===== config.mk =====
export PLATFORM = sky130hd
export DESIGN_NAME = pwm_wavegen
export DESIGN_NICKNAME = d
export VERILOG_FILES = /design/src/rtl/pwm_wavegen_pkg.sv /design/src/rtl/pwm_wg_counter.sv /design/src/rtl/pwm_wg_channel.sv /design/src/rtl/pwm_wavegen.sv
export SDC_FILE = /design/constraint.sdc
export NUM_CORES = 1
export LEC_CHECK = 0
export ABC_AREA = 1
export BUFFER_PORTS_ARGS = -buffer_cell sky130_fd_sc_hd__buf_2
export CELL_PAD_IN_SITES_DETAIL_PLACEMENT = 1
export CELL_PAD_IN_SITES_GLOBAL_PLACEMENT = 2
export CORE_ASPECT_RATIO = 1.25
export CORE_MARGIN = 2
export CORE_UTILIZATION = 30
export DETAILED_ROUTE_END_ITERATION = 8
export HOLD_SLACK_MARGIN = 0.06
export PLACE_DENSITY = 0.84
export SLEW_MARGIN = 40
export SYNTH_ARGS = -nofsm -noshare
export SYNTH_HDL_FRONTEND = slang
export SYNTH_SLANG_ARGS = --single-unit

===== constraint.sdc =====
create_clock -name clk -period 3.3 [get_ports clk]
set_input_delay 0.33 -clock clk [delete_from_list [all_inputs] [get_ports clk]]
set_output_delay 0.33 -clock clk [all_outputs]
set_load 0.01 [all_outputs]

===== src/rtl/pwm_wavegen_pkg.sv =====
package pwm_wavegen_pkg;
  typedef enum logic [1:0] {
    WG_NORMAL = 2'd0,
    WG_CLEAR  = 2'd1,
    WG_FAST   = 2'd2,
    WG_PHASE  = 2'd3
  } wg_kind_e;

  localparam logic [1:0] ACT_NONE   = 2'd0;
  localparam logic [1:0] ACT_TOGGLE = 2'd1;
  localparam logic [1:0] ACT_LOW    = 2'd2;
  localparam logic [1:0] ACT_HIGH   = 2'd3;

  function automatic logic is_pwm(wg_kind_e k);
    return (k == WG_FAST) || (k == WG_PHASE);
  endfunction
endpackage


===== src/rtl/pwm_wg_counter.sv =====
module pwm_wg_counter
  import pwm_wavegen_pkg::*;
#(
  parameter int CW = 8
) (
  input  logic          clk,
  input  logic          rst_n,
  input  logic          tick,
  input  wg_kind_e      kind,
  input  logic          top_sel,
  input  logic [CW-1:0] cmp_a,
  output logic [CW-1:0] count,
  output logic          cnt_down,
  output logic          ovf,
  output logic          at_top
);
  localparam logic [CW-1:0] CMAX = '1;
  localparam logic [CW-1:0] ONE  = {{(CW-1){1'b0}}, 1'b1};

  logic [CW-1:0] top, nxt;
  logic [CW:0]   inc;
  logic          dn_n, ovf_n;

  always_comb begin
    case (kind)
      WG_NORMAL: top = CMAX;
      WG_CLEAR:  top = cmp_a;
      default:   top = top_sel ? cmp_a : CMAX;
    endcase
    inc    = {1'b0, count} + 1'b1;
    at_top = (count >= top);
    nxt    = at_top ? '0 : inc[CW-1:0];
    dn_n   = 1'b0;
    ovf_n  = 1'b0;
    case (kind)
      WG_NORMAL, WG_CLEAR: ovf_n = (count == CMAX);
      WG_FAST:             ovf_n = (inc == {1'b0, top});
      default: begin
        if (!cnt_down) begin
          if (inc >= {1'b0, top}) begin
            nxt  = top;
            dn_n = 1'b1;
          end else begin
            nxt  = inc[CW-1:0];
          end
        end else if (count <= ONE) begin
          nxt   = '0;
          ovf_n = 1'b1;
        end else begin
          nxt  = count - ONE;
          dn_n = 1'b1;
        end
      end
    endcase
  end

  always_ff @(posedge clk) begin
    if (!rst_n) begin
      count    <= '0;
      cnt_down <= 1'b0;
      ovf      <= 1'b0;
    end else begin
      ovf <= tick & ovf_n;
      if (tick) count <= nxt;
      if (kind != WG_PHASE) cnt_down <= 1'b0;
      else if (tick)        cnt_down <= dn_n;
    end
  end
endmodule


===== src/rtl/pwm_wg_channel.sv =====
module pwm_wg_channel
  import pwm_wavegen_pkg::*;
#(
  parameter int CW = 8
) (
  input  logic          clk,
  input  logic          rst_n,
  input  logic          tick,
  input  wg_kind_e      kind,
  input  logic          toggle_top,
  input  logic          force_cmp,
  input  logic [1:0]    code,
  input  logic [CW-1:0] cmp,
  input  logic [CW-1:0] count,
  input  logic          cnt_down,
  input  logic          at_top,
  output logic          wave
);
  logic hit, inv, nxt;

  always_comb begin
    hit = (count == cmp);
    inv = code[0];
    nxt = wave;
    if (!is_pwm(kind)) begin
      if ((tick && hit) || force_cmp) begin
        case (code)
          ACT_TOGGLE: nxt = ~wave;
          ACT_LOW:    nxt = 1'b0;
          ACT_HIGH:   nxt = 1'b1;
          default:    nxt = wave;
        endcase
      end
    end else if (tick) begin
      if (toggle_top) begin
        if (code == ACT_TOGGLE && hit) nxt = ~wave;
      end else if (code[1]) begin
        if (kind == WG_FAST) begin
          if (at_top)   nxt = ~inv;
          else if (hit) nxt = inv;
        end else if (hit) begin
          nxt = cnt_down ? ~inv : inv;
        end
      end
    end
  end

  always_ff @(posedge clk) begin
    if (!rst_n) wave <= 1'b0;
    else        wave <= nxt;
  end
endmodule


===== src/rtl/pwm_wavegen.sv =====
module pwm_wavegen
  import pwm_wavegen_pkg::*;
#(
  parameter int CW    = 8,
  parameter int NCHAN = 2
) (
  input  logic          clk,
  input  logic          rst_n,
  input  logic          tick,
  input  logic [1:0]    wg_kind,
  input  logic          top_sel,
  input  logic [CW-1:0] cmp_a,
  input  logic [CW-1:0] cmp_b,
  input  logic [1:0]    code_a,
  input  logic [1:0]    code_b,
  input  logic          force_a,
  input  logic          force_b,
  output logic [CW-1:0] count,
  output logic          cnt_down,
  output logic          ovf,
  output logic          wave_a,
  output logic          wave_b
);
  wg_kind_e kind;
  logic     at_top;
  assign kind = wg_kind_e'(wg_kind);

  logic [CW-1:0] cmp_v  [NCHAN];
  logic [1:0]    code_v [NCHAN];
  logic          frc_v  [NCHAN];
  logic          tgl_v  [NCHAN];
  logic          wave_v [NCHAN];

  assign cmp_v[0]  = cmp_a;
  assign cmp_v[1]  = cmp_b;
  assign code_v[0] = code_a;
  assign code_v[1] = code_b;
  assign frc_v[0]  = force_a;
  assign frc_v[1]  = force_b;
  assign wave_a    = wave_v[0];
  assign wave_b    = wave_v[1];

  pwm_wg_counter #(.CW(CW)) u_cnt (
    .clk(clk), .rst_n(rst_n), .tick(tick), .kind(kind), .top_sel(top_sel),
    .cmp_a(cmp_a), .count(count), .cnt_down(cnt_down), .ovf(ovf), .at_top(at_top)
  );

  for (genvar i = 0; i < NCHAN; i++) begin : g_ch
    if (i == 0) begin : g_period_owner
      assign tgl_v[i] = is_pwm(kind) & top_sel;
    end else begin : g_plain
      assign tgl_v[i] = 1'b0;
    end
    pwm_wg_channel #(.CW(CW)) u_ch (
      .clk(clk), .rst_n(rst_n), .tick(tick), .kind(kind), .toggle_top(tgl_v[i]),
      .force_cmp(frc_v[i]), .code(code_v[i]), .cmp(cmp_v[i]), .count(count),
      .cnt_down(cnt_down), .at_top(at_top), .wave(wave_v[i])
    );
  end
endmodule


Yosys cells after proc, flatten, opt, wreduce, memory -nomap -nowiden --
Cells that the tools add are included.
Cells by class: add/subtract/negate cells 2, multipliers 0, divide/modulo/power cells 0, order comparisons 3, equality and inequality tests 22, shift operators 0, muxes and demuxes 36, bitwise gates (word level) 7, reductions and logical operators 16
Operator list (number):
- 2-to-1 mux 8 bit | 6
- 2-to-1 mux 1 bit | 26
- == test 8 bit | 2
- case mux 8 bit (2 select lines) | 1
- == test 2 bit (second input constant) | 6
- adder 8 x 1 -> 9 bit (second input constant) | 1
- == test 9 x 8 -> 1 bit | 1
- greater-or-equal comparator 9 x 8 -> 1 bit | 1
- != test 3 x 2 -> 1 bit (second input constant) | 3
- == test 8 bit (second input constant) | 1
- greater-or-equal comparator 8 bit | 1
- less-or-equal comparator 8 x 1 -> 1 bit (second input constant) | 1
- != test 4 x 2 -> 1 bit (second input constant) | 2
- nonzero test 4 bit | 2
- subtractor 8 x 1 -> 8 bit (second input constant) | 1
- AND reduction 7 bit | 1
- == test 2 x 1 -> 1 bit (second input constant) | 3
- != test 2 bit (second input constant) | 3
- case mux 1 bit (3 select lines) | 2
- AND reduction 6 bit | 1
- inverter 1 bit | 5
- nonzero test 2 bit | 2
- OR reduction 2 bit | 2
- logical AND 1 bit | 3
- other kinds (6) | 9
Word-level totals: flip-flop bits (word level) 12, latch bits 0, RAM bits 0, ROM bits 0, logic and storage cells 91, memories 0

Depth between registers and ports, before layout --
Gate-level depths: netlist of the first run.
depth in word-level cells 9, depth in mapped cells 19, gate-level depth less buffers 18

By module --
Synthesis of the first run repeated with hierarchy kept, for this count alone.
Second synthesis, totals: cells, all modules 384, area total of the unflattened synthesis 2117.0 µm²
By module, submodules not included:
- pwm_wg_counter | instances 1, cells an instance 257, area an instance 1527.7 µm², sequential area each 200.2 µm²
- pwm_wg_channel | instances 2, cells an instance 62, area an instance 289.0 µm², sequential area each 20.0 µm²
- pwm_wavegen | instances 1, cells an instance 3, area an instance 11.3 µm², sequential area each 0.0 µm²

Least setup slack after synthesis of the first run --
No wires, ideal clock.
path kind reg-to-reg, start point reg u_cnt.count[0], end point reg u_cnt.count[0], data arrival time 2.491 ns, data required time 3.183 ns, setup slack 0.692 ns, cell stages (with the launch flop) 16, clock period less this slack 2.608 ns, cells stage by stage dfxtp_1 > ha_1 > nand2_4 > nor2_4 > nand4_1 > and2_1 > ha_1 > nand3_1 > a21oi_4 > nand3_1 > nand2_4 > nor2_2 > o21ai_2 > nand2_1 > a21oi_1 > nor2_1
On the way: longest elaborated chain between the ends 5, elaborated cells between the ends (all ways) 10, those cells by class add/sub: 2; order compare: 3; mux: 5
Ends and longest elaborated chain:
- start: declaration | RTL line pwm_wg_counter.sv:12 | output logic [CW-1:0] count,
- start signal: assignment | RTL line pwm_wg_counter.sv:64 | if (tick) count <= nxt;
- adder 8 x 1 -> 9 bit | RTL line pwm_wg_counter.sv:30 | inc = {1'b0, count} + 1'b1;
- greater-or-equal comparator 9 x 8 -> 1 bit | RTL line pwm_wg_counter.sv:40 | if (inc >= {1'b0, top}) begin
- 2-to-1 mux 8 bit | RTL line pwm_wg_counter.sv:40
- 2-to-1 mux 8 bit | RTL line pwm_wg_counter.sv:39 | if (!cnt_down) begin
- 2-to-1 mux 8 bit * | RTL line pwm_wg_counter.sv:35 | case (kind)
Mark *: on every way between the ends. The rest lies on a longest branch, timed or not. A chain may end at the register's enable or synchronous reset.

Worst setup path in the final report of the first run --
start point reg u_cnt.count[2], end point reg u_cnt.count[4]
Same word-level chain as after synthesis.

==> results of run 1 <==
per-stage QoR:
| stage | setup WS (ns) | hold WS (ns) | util, % | instances | total power, W |
|---|---|---|---|---|---|
| after floorplan | 0.692 | 0.453 | - | 354 | 0.000355 |
| after global placement | 0.483 | 0.529 | 34.2 | 478 | 0.000436 |
| after detailed placement | 0.475 | 0.551 | 34.2 | 478 | 0.000441 |
| after CTS | 0.469 | 0.381 | 35.0 | 482 | 0.000611 |
| after global routing | 0.167 | 0.407 | 35.0 | 482 | 0.000655 |
| final | 0.495 | 0.378 | 35.0 | 482 | 0.000605 |
kinds of logic after synthesis:
family          Yosys count
buf+inv                  61
simple gates            175
xor+xnor                 17
fa+ha+maj                19
compound gates           70
flops                    12
final timing paths:
check                                 start  cells past startpoint                        endpoint
min                                   rst_n                      3  g_ch[1].u_ch.wave$_SDFFE_PN0P_
max             u_cnt.count[2]$_SDFFE_PN0P_                     14     u_cnt.count[4]$_SDFFE_PN0P_
min reg2reg  g_ch[1].u_ch.wave$_SDFFE_PN0P_                      4  g_ch[1].u_ch.wave$_SDFFE_PN0P_
max reg2reg     u_cnt.count[2]$_SDFFE_PN0P_                     14     u_cnt.count[4]$_SDFFE_PN0P_
layout make-up:
type / count / area, um^2
Fill cell: 1013 / 4780
Multi-Input combinational cell: 281 / 1740
Sequential cell: 12 / 240
Timing Repair Buffer: 43 / 225
Inverter: 50 / 198
Tap cell: 92 / 115
Clock buffer: 4 / 55.1
state kept, by name, indices dropped and copies added, names as in the netlist:
register        flops
u_cnt.cnt_down      1
g_ch.u_ch.wave      2
u_cnt.count         8
u_cnt.ovf           1
placed cells by master (no fill, tap or decap), types with 6 or more instances in the layout:
cell type,instances
inv_1,42
dfxtp_1,12
buf_2,39
nor2_1,30
nand2_1,64
ha_1,19
nand4_1,15
a21oi_1,32
nand2_4,9
nand3_1,27
inv_2,6
o21bai_1,9
xor2_1,16
o21ai_0,16
nand2_2,9
critical path: cells and delay by family (launching register included):
family	cells	cell delay, ns
and+or+nand+nor	9	1.26
adders and majority gates	1	0.32
DFF	1	0.58
AOI/OAI and AO/OA	4	0.58
layer usage:
metal / vias up / wire [um] / track usage [%]
met2: 68 / 4140 / 39.3
met5: - / 0 / 0
li1: 1244 / - / -
met1: 1191 / 3130 / 22.8
met4: 0 / 313 / 7.31
met3: 16 / 243 / 2.15
power groups by stage:
| stage | combinational (W) | clock [W] | sequential (W) |
|---|---|---|---|
| 2_1_floorplan | 0.000188 | 0 | 0.000167 |
| 3_3_place_gp | 0.000269 | 0 | 0.000167 |
| 3_5_place_dp | 0.000273 | 0 | 0.000167 |
| 4_1_cts | 0.000276 | 0.000171 | 0.000164 |
| 5_1_grt | 0.000308 | 0.000181 | 0.000165 |
| 6_report | 0.000272 | 0.000169 | 0.000164 |
==> impl_metrics.toml, run 1 <==
[timing]
period_share_pct = 85.0
fin_setup_tns_ns = 0
rsz0062_at_grt = "no"
relSlewSlack_pct = 59.7
skew_ns = 0.00634
fmax_mhz = 357
post-route-min-period_ns = 2.80
setup_viol = 0
worstMarginPinSlew_ns = 0.603
hold_viol = 0
drv_slew = 0

[synth]
syn-cell-area_mm2 = 0.00226
synthXorXnorAreaFrac_pct = 6.59
yosysSeqAreaShare_pct = 10.6
yosys.area_share.simple_pct = 41.4
synth_compound_area_share_pct = 18.6
yosysWarnings = 0
yosys-top-cells-area = "dfxtp_1, nand2_1, ha_1"
synth_nets = 401
yosysMostFrequentCell = "nand2_1"
synth-edff-count = 0
syn_inst = 354
synth_ff_type = "dfxtp_1"
async_flop_share_pct = 0
yosysTopAreaCell = "dfxtp_1"
synthAdderAreaFrac_pct = 10.5
synth_top_family_by_area = "simple AND/OR/NAND/NOR gates"
syn_avg_cell_area_um2 = 6.38
muxShareOfSynthArea_pct = 0
yosys-top-cells-count = "nand2_1, inv_1, a21oi_1, nor2_1, nand3_1"
synth_top_area_share_pct = 10.6
synth_cell_types = 45
ys_ff_latch = 12

[finish]
fin_nets = 438
diodes = 0
synthToLayoutAreaGrowth_pct = 14.0
design_area_mm2 = 0.00257
drive_gt1_share_pct = 24.1

[power_and_ir_drop]
switching_share_pct = 40.6
p_seq_share_pct = 27.1
peakVddDrop_v = 0.000147
p_comb_share_pct = 45.0
internal-power_w = 0.000360
p_per_area_mw_per_mm2 = 235
switching_power_w = 0.000246
p_leak_nw = 1.42
pwr-share-clk_pct = 27.9

[setup_path]
worstPathRequired_ns = 3.48
path_max_fanout = 9
start_kind = "flop"
critPathSlowestCell = "dfxtp_1"
critPathKind = "reg -> reg"
ff2ff_setup_slack_ns = 0.50
endpoint_kind = "flop"
path_cells = "nand2_4, nor2_4, nand4_1, and2_1, ha_1, a21oi_1, o21bai_1, nor2_2, nand2_4, o21bai_1, nand3_1, nand2_1, nand2_1, a21oi_1"
crit_arrival_ns = 2.98
cp_slowest_stage_delay_ns = 0.58

[cts]
cts_tree = "built"
htree_levels = 1
cts_buffer_depth = 2
clock_sinks = 12
cts_buffers = 3
clk_latency_ns = 0.25
cts-root-buf = "clkbuf_8"
cts_resized = 0
clk_pin_slew_ns = 0.06
post-cts-setup-buffers = 0
cts_hold_buffers = 0

[placed_design]
gp_congestion = 0.891
place_hpwl_um = 6520
placed_cell_area_mm2 = 0.00252
port_buffers = 39

[floorplan]
die_area_mm2 = 0.00824
coreArea_mm2 = 0.00736
io_pins = 40
die_y_um = 101
initial_core_util_pct = 30.7
num_rows = 35
die-width_um = 81.6

[outcome]
status = "finished clean"

[global_route]
grt_pass1_vias = 2620
globalRouteOverflowTotal = 0
grt_usage_pct = 20.5
grt_pass1_wl_um = 13000
antenna_found_initial = 0
grt_max_degree = 17

[flow_run]
drv_cap = 0

[routing]
dr.pass1.iters = 4
vias = 2519
route.antenna.remaining_nets = 0
wirelength_um = 7830
drt_iter0_markers = 80
via_per_inst = 5.23
wire_per_inst_um = 16.3
drc = 0

[min_path]
hold_path_class = "in -> reg"
Power figures use the tool's default switching activity.
==> run 2, diff against run 1 <==
Clock period 3.3 ns to 2.7 ns, I/O delays scaled along.
==> run 2 against run 1 <==
Against the previous run: setup slack lost 0.37 ns; final cell count grew 3.9%; via count grew 2.1%; largest cell class unchanged; non-clock buffer count grew 19; critical path type unchanged.
==> impl_metrics.toml, run 2 (synthesized netlist as in run 1, its figures left out) <==
[setup_path]
path_max_fanout = 7
critical_path_buf_inv_count = 2
critPathSlowestCell = "dfxtp_2"
critPathKind = "reg -> reg"
worstPathRequired_ns = 2.83
endpoint_kind = "flop"
path_cells = "ha_4, nand2_4, nor2_4, nand4_1, and2_4, ha_4, a21oi_2, o21bai_1, nor2_2, buf_4, nand2_2, inv_2, nand3_1, nand3_1, nand2_1, nand2_1, a21oi_1"
critPathTopFamily = "simple AND/OR/NAND/NOR gates"
cp_slowest_stage_delay_ns = 0.37
start_kind = "flop"
ff2ff_setup_slack_ns = 0.13
crit_arrival_ns = 2.70

[finish]
synthToLayoutAreaGrowth_pct = 24.6
largest_register_ffs = 8
n_fill_cell = 980
ff_latch_area_um2 = 244
largest_register = "u_cnt.count"
drive_gt1_share_pct = 31.8
fin_nets = 457
multi_input_area_mm2 = 0.00183
final_cell_mix = "nand2_1, inv_1, buf_2"
diodes = 0
reg_top3 = "u_cnt.count x8, g_ch.u_ch.wave x2"
final_util_pct = 38.2
layout_commonest_cell = "nand2_1"

[floorplan]
coreArea_mm2 = 0.00736
die_area_mm2 = 0.00824
num_rows = 35
initial_core_util_pct = 30.7
io_pins = 40
die_y_um = 101
die-width_um = 81.6

[timing]
fmax_mhz = 388
relSlewSlack_pct = 60.7
post-route-min-period_ns = 2.57
fin_setup_tns_ns = 0
skew_ns = 0.00401
hold_viol = 0
worstMarginPinSlew_ns = 0.589
setup_viol = 0
drv_slew = 0
period_share_pct = 95.3

[cts]
clk_pin_slew_ns = 0.06
clock_sinks = 12
htree_levels = 1
cts_buffer_depth = 2
cts_tree = "built"
clk_latency_ns = 0.25
cts_hold_buffers = 0
cts_buffers = 3
cts-root-buf = "clkbuf_8"

[routing]
drc = 0
vias = 2573
wire_per_inst_um = 16.1
drt_iter0_markers = 63
wirelength_um = 8090
route.antenna.remaining_nets = 0
via_per_inst = 5.14
dr.pass1.iters = 4

[global_route]
grt_pass1_vias = 2589
globalRouteOverflowTotal = 0
grt_max_degree = 17
grt_pass1_wl_um = 12300
antenna_found_initial = 0
grt_usage_pct = 19.6

[power_and_ir_drop]
peakVddDrop_v = 0.000194
p_leak_nw = 1.53
finalPower_w = 0.000771
p_per_area_mw_per_mm2 = 274

[min_path]
hold_path_class = "in -> reg"

[placed_design]
gp_congestion = 0.880
port_buffers = 39
place_hpwl_um = 6560

[flow_run]
drv_cap = 0

[outcome]
status = "finished clean"
run 2: metrics by stage:
step | area [um^2] | hold slack (ns) | cells | setup WS (ns)
floorplan | 2260 | 0.393 | 354 | 0.0918
global placement | 2620 | 0.526 | 491 | 0.170
detailed placement | 2620 | 0.553 | 491 | 0.0781
CTS | 2670 | 0.315 | 495 | 0.0627
global route | 2810 | 0.339 | 501 | -0.0662
finish | 2810 | 0.315 | 501 | 0.126
run 2: worst paths after layout:
path                                                startpoint                              to  depth (start not counted)
worst max register to register     u_cnt.count[0]$_SDFFE_PN0P_     u_cnt.count[7]$_SDFFE_PN0P_                         17
worst min-delay path                                     rst_n  g_ch[0].u_ch.wave$_SDFFE_PN0P_                          3
worst max-delay path               u_cnt.count[0]$_SDFFE_PN0P_     u_cnt.count[7]$_SDFFE_PN0P_                         17
worst min register to register  g_ch[1].u_ch.wave$_SDFFE_PN0P_  g_ch[1].u_ch.wave$_SDFFE_PN0P_                          4
run 2: area by class of cell:
class,count,share of cell area (%)
clock buffer,4,1.96
inverter,50,7.03
multi-input combinational,281,65.1
sequential,12,8.67
tap,92,4.09
timing repair buffer,62,13.1
run 2: power breakdown:
part	internal, W	switching [W]
clock network	0.000130	0.0000821
logic	0.000139	0.000221
registers	0.000187	0.0000122
run 2: what timing repair did:
action	CTS	global route
setup buffers	0	6
resized for setup	0	22
setup endpoints to repair	0	8
run 2: worst register-to-register path, cell delays in order (launching register included):
cell      delay [ns]
dfxtp_2         0.37
ha_4            0.17
nand2_4         0.07
nor2_4          0.16
nand4_1         0.14
and2_4          0.21
ha_4            0.24
a21oi_2         0.14
o21bai_1        0.08
nor2_2          0.16
buf_4           0.14
nand2_2         0.05
inv_2           0.13
nand3_1         0.10
nand3_1         0.12
nand2_1         0.06
nand2_1         0.06
a21oi_1         0.05
run 2: metal layers:
layer | up-vias | part of all wire [%] | global-route usage (%)
met4 | 0 | 2.0 | 5.26
met3 | 12 | 2.8 | 2.24
met2 | 45 | 54 | 38.0
met5 | - | 0 | 0
met1 | 1239 | 41 | 22.0
li1 | 1277 | - | -
==> run 3, diff against run 2 <==
Settings changed: CORE_ASPECT_RATIO 1.25 to 1.5, GPL_ROUTABILITY_DRIVEN set to 1, RECOVER_POWER set to 25.
==> run 3 against run 2 <==
Against the previous run: power fell by 1.8%; utilization fell by 1.1 points; final cell count rose by 0.40%; critical path type unchanged; non-clock buffer count fell by 6; wire length fell by 2.3%; largest cell class unchanged; count of clock-buffer cells in the layout did not move; sequential power barely moved; clock skew rose by 0.00099 ns; largest power group unchanged.
==> impl_metrics.toml, run 3 (synthesized netlist as in run 1, its figures left out) <==
[outcome]
status = "finished clean"

[timing]
fin_setup_tns_ns = 0
setup_viol = 0
fmax_mhz = 399
hold_viol = 0
drv_slew = 0
hold_ws_ns = 0.324
period_share_pct = 92.8
post-route-min-period_ns = 2.51
relSlewSlack_pct = 62.9
rsz0062_at_grt = "yes"
worstMarginPinSlew_ns = 0.556
skew_ns = 0.00500

[global_route]
globalRouteOverflowTotal = 0
grt_pass1_wl_um = 12900
grt_usage_pct = 20.4
grt_max_degree = 17
antenna_found_initial = 0
grt_pass1_vias = 2618

[setup_path]
critPathKind = "reg -> reg"
crit_arrival_ns = 2.68
path_max_fanout = 9
start_kind = "flop"
path_cells = "ha_4, nand2_4, nor2_4, nand4_1, and2_1, ha_1, a21oi_1, o21bai_1, nor2_2, nand2_4, o21bai_1, nand3_1, nand2_1, nand2_1, a21oi_1"
critical_path_buf_inv_count = 0
critPathSlowestCell = "dfxtp_4"
worstPathRequired_ns = 2.87
endpoint_kind = "flop"
cp_slowest_stage_delay_ns = 0.38
critPathTopFamily = "simple AND/OR/NAND/NOR gates"

[finish]
diodes = 0
final_cell_mix = "nand2_1, inv_1, buf_2"
synthToLayoutAreaGrowth_pct = 19.5
fin_nets = 451
layout_commonest_cell = "nand2_1"
drive_gt1_share_pct = 27.3
largest_register = "u_cnt.count"
largest_register_ffs = 8
reg_top3 = "u_cnt.count x8, g_ch.u_ch.wave x2"

[power_and_ir_drop]
peakVddDrop_v = 0.000233
finalPower_w = 0.000757
p_per_area_mw_per_mm2 = 281
p_leak_nw = 1.47

[flow_run]
drv_cap = 0

[routing]
dr.pass1.iters = 4
vias = 2533
drt_iter0_markers = 61
wirelength_um = 7900
wire_per_inst_um = 15.7
drc = 0
via_per_inst = 5.04
route.antenna.remaining_nets = 0

[cts]
cts_buffer_depth = 2
cts-root-buf = "clkbuf_8"
clk_latency_ns = 0.25
cts_buffers = 3
htree_levels = 1
cts_tree = "built"
clk_pin_slew_ns = 0.06
clock_sinks = 12

[min_path]
hold_path_class = "in -> reg"

[floorplan]
initial_core_util_pct = 31.0
coreArea_mm2 = 0.00727
die_area_mm2 = 0.00825
io_pins = 40
die-width_um = 74.8
num_rows = 38
die_y_um = 110

[placed_design]
port_buffers = 39
gp_congestion = 0.843
place_hpwl_um = 6760
[run 3: cell types whose count changed in the layout (fill, tap and decap cells not counted), sizes merged]
cell | before | now
buf | 62 | 52
clkbuf | 4 | 8
[run 3: worst paths after layout]
check / startpoint / to / slack, ns / depth (start not counted)
setup / recovery: u_cnt.count[0]$_SDFFE_PN0P_ / u_cnt.count[5]$_SDFFE_PN0P_ / 0.19 / 15
hold / removal: rst_n / g_ch[1].u_ch.wave$_SDFFE_PN0P_ / 0.32 / 3
setup reg to reg: u_cnt.count[0]$_SDFFE_PN0P_ / u_cnt.count[5]$_SDFFE_PN0P_ / 0.19 / 15
hold reg to reg: u_cnt.count[2]$_SDFFE_PN0P_ / u_cnt.count[2]$_SDFFE_PN0P_ / 0.50 / 2
[run 3: what timing repair did]
item | 4_1_cts | 5_1_grt
hold buffers | 0 | 0
endpoints found under the setup margin | 1 | 9
pin swaps | 0 | 1
setup buffers | 0 | 0
gates resized for setup | 1 | 8
[run 3: through the flow]
stage	util, %	instances	worst slack (ns)	instance area (um^2)
floorplan	-	354	0.0918	2260
global placement	36.1	499	-0.0461	2630
detailed placement	36.1	499	-0.0639	2630
CTS	36.9	503	0.0282	2680
global route	37.1	503	-0.00821	2700
finish	37.1	503	0.195	2700
[run 3: final cells by class]
| class | count | area [um^2] |
|---|---|---|
| Tap cell | 100 | 125 |
| Inverter | 50 | 198 |
| Multi-Input combinational cell | 281 | 1750 |
| Fill cell | 987 | 4580 |
| Timing Repair Buffer | 56 | 318 |
| Clock buffer | 4 | 55.1 |
| Sequential cell | 12 | 249 |
[run 3: worst min-delay path, stage by stage]
cell and delay [ns]:
buf_2 0.15, nand2_1 0.08, a21oi_1 0.03
[run 3: where the power goes]
part	internal (W)	switching [W]
Combinational	0.000136	0.000215
Sequential	0.000187	0.0000122
Clock	0.000129	0.0000772
Total	0.000452	0.000305
[run 3: layer usage]
metal / global-route usage, % / up-vias / part of all wire [%]
li1: - / 1268 / -
met1: 22.6 / 1203 / 40
met2: 39.5 / 45 / 55
met3: 2.36 / 17 / 2.3
met4: 5.74 / 0 / 2.7
met5: 0 / - / 0
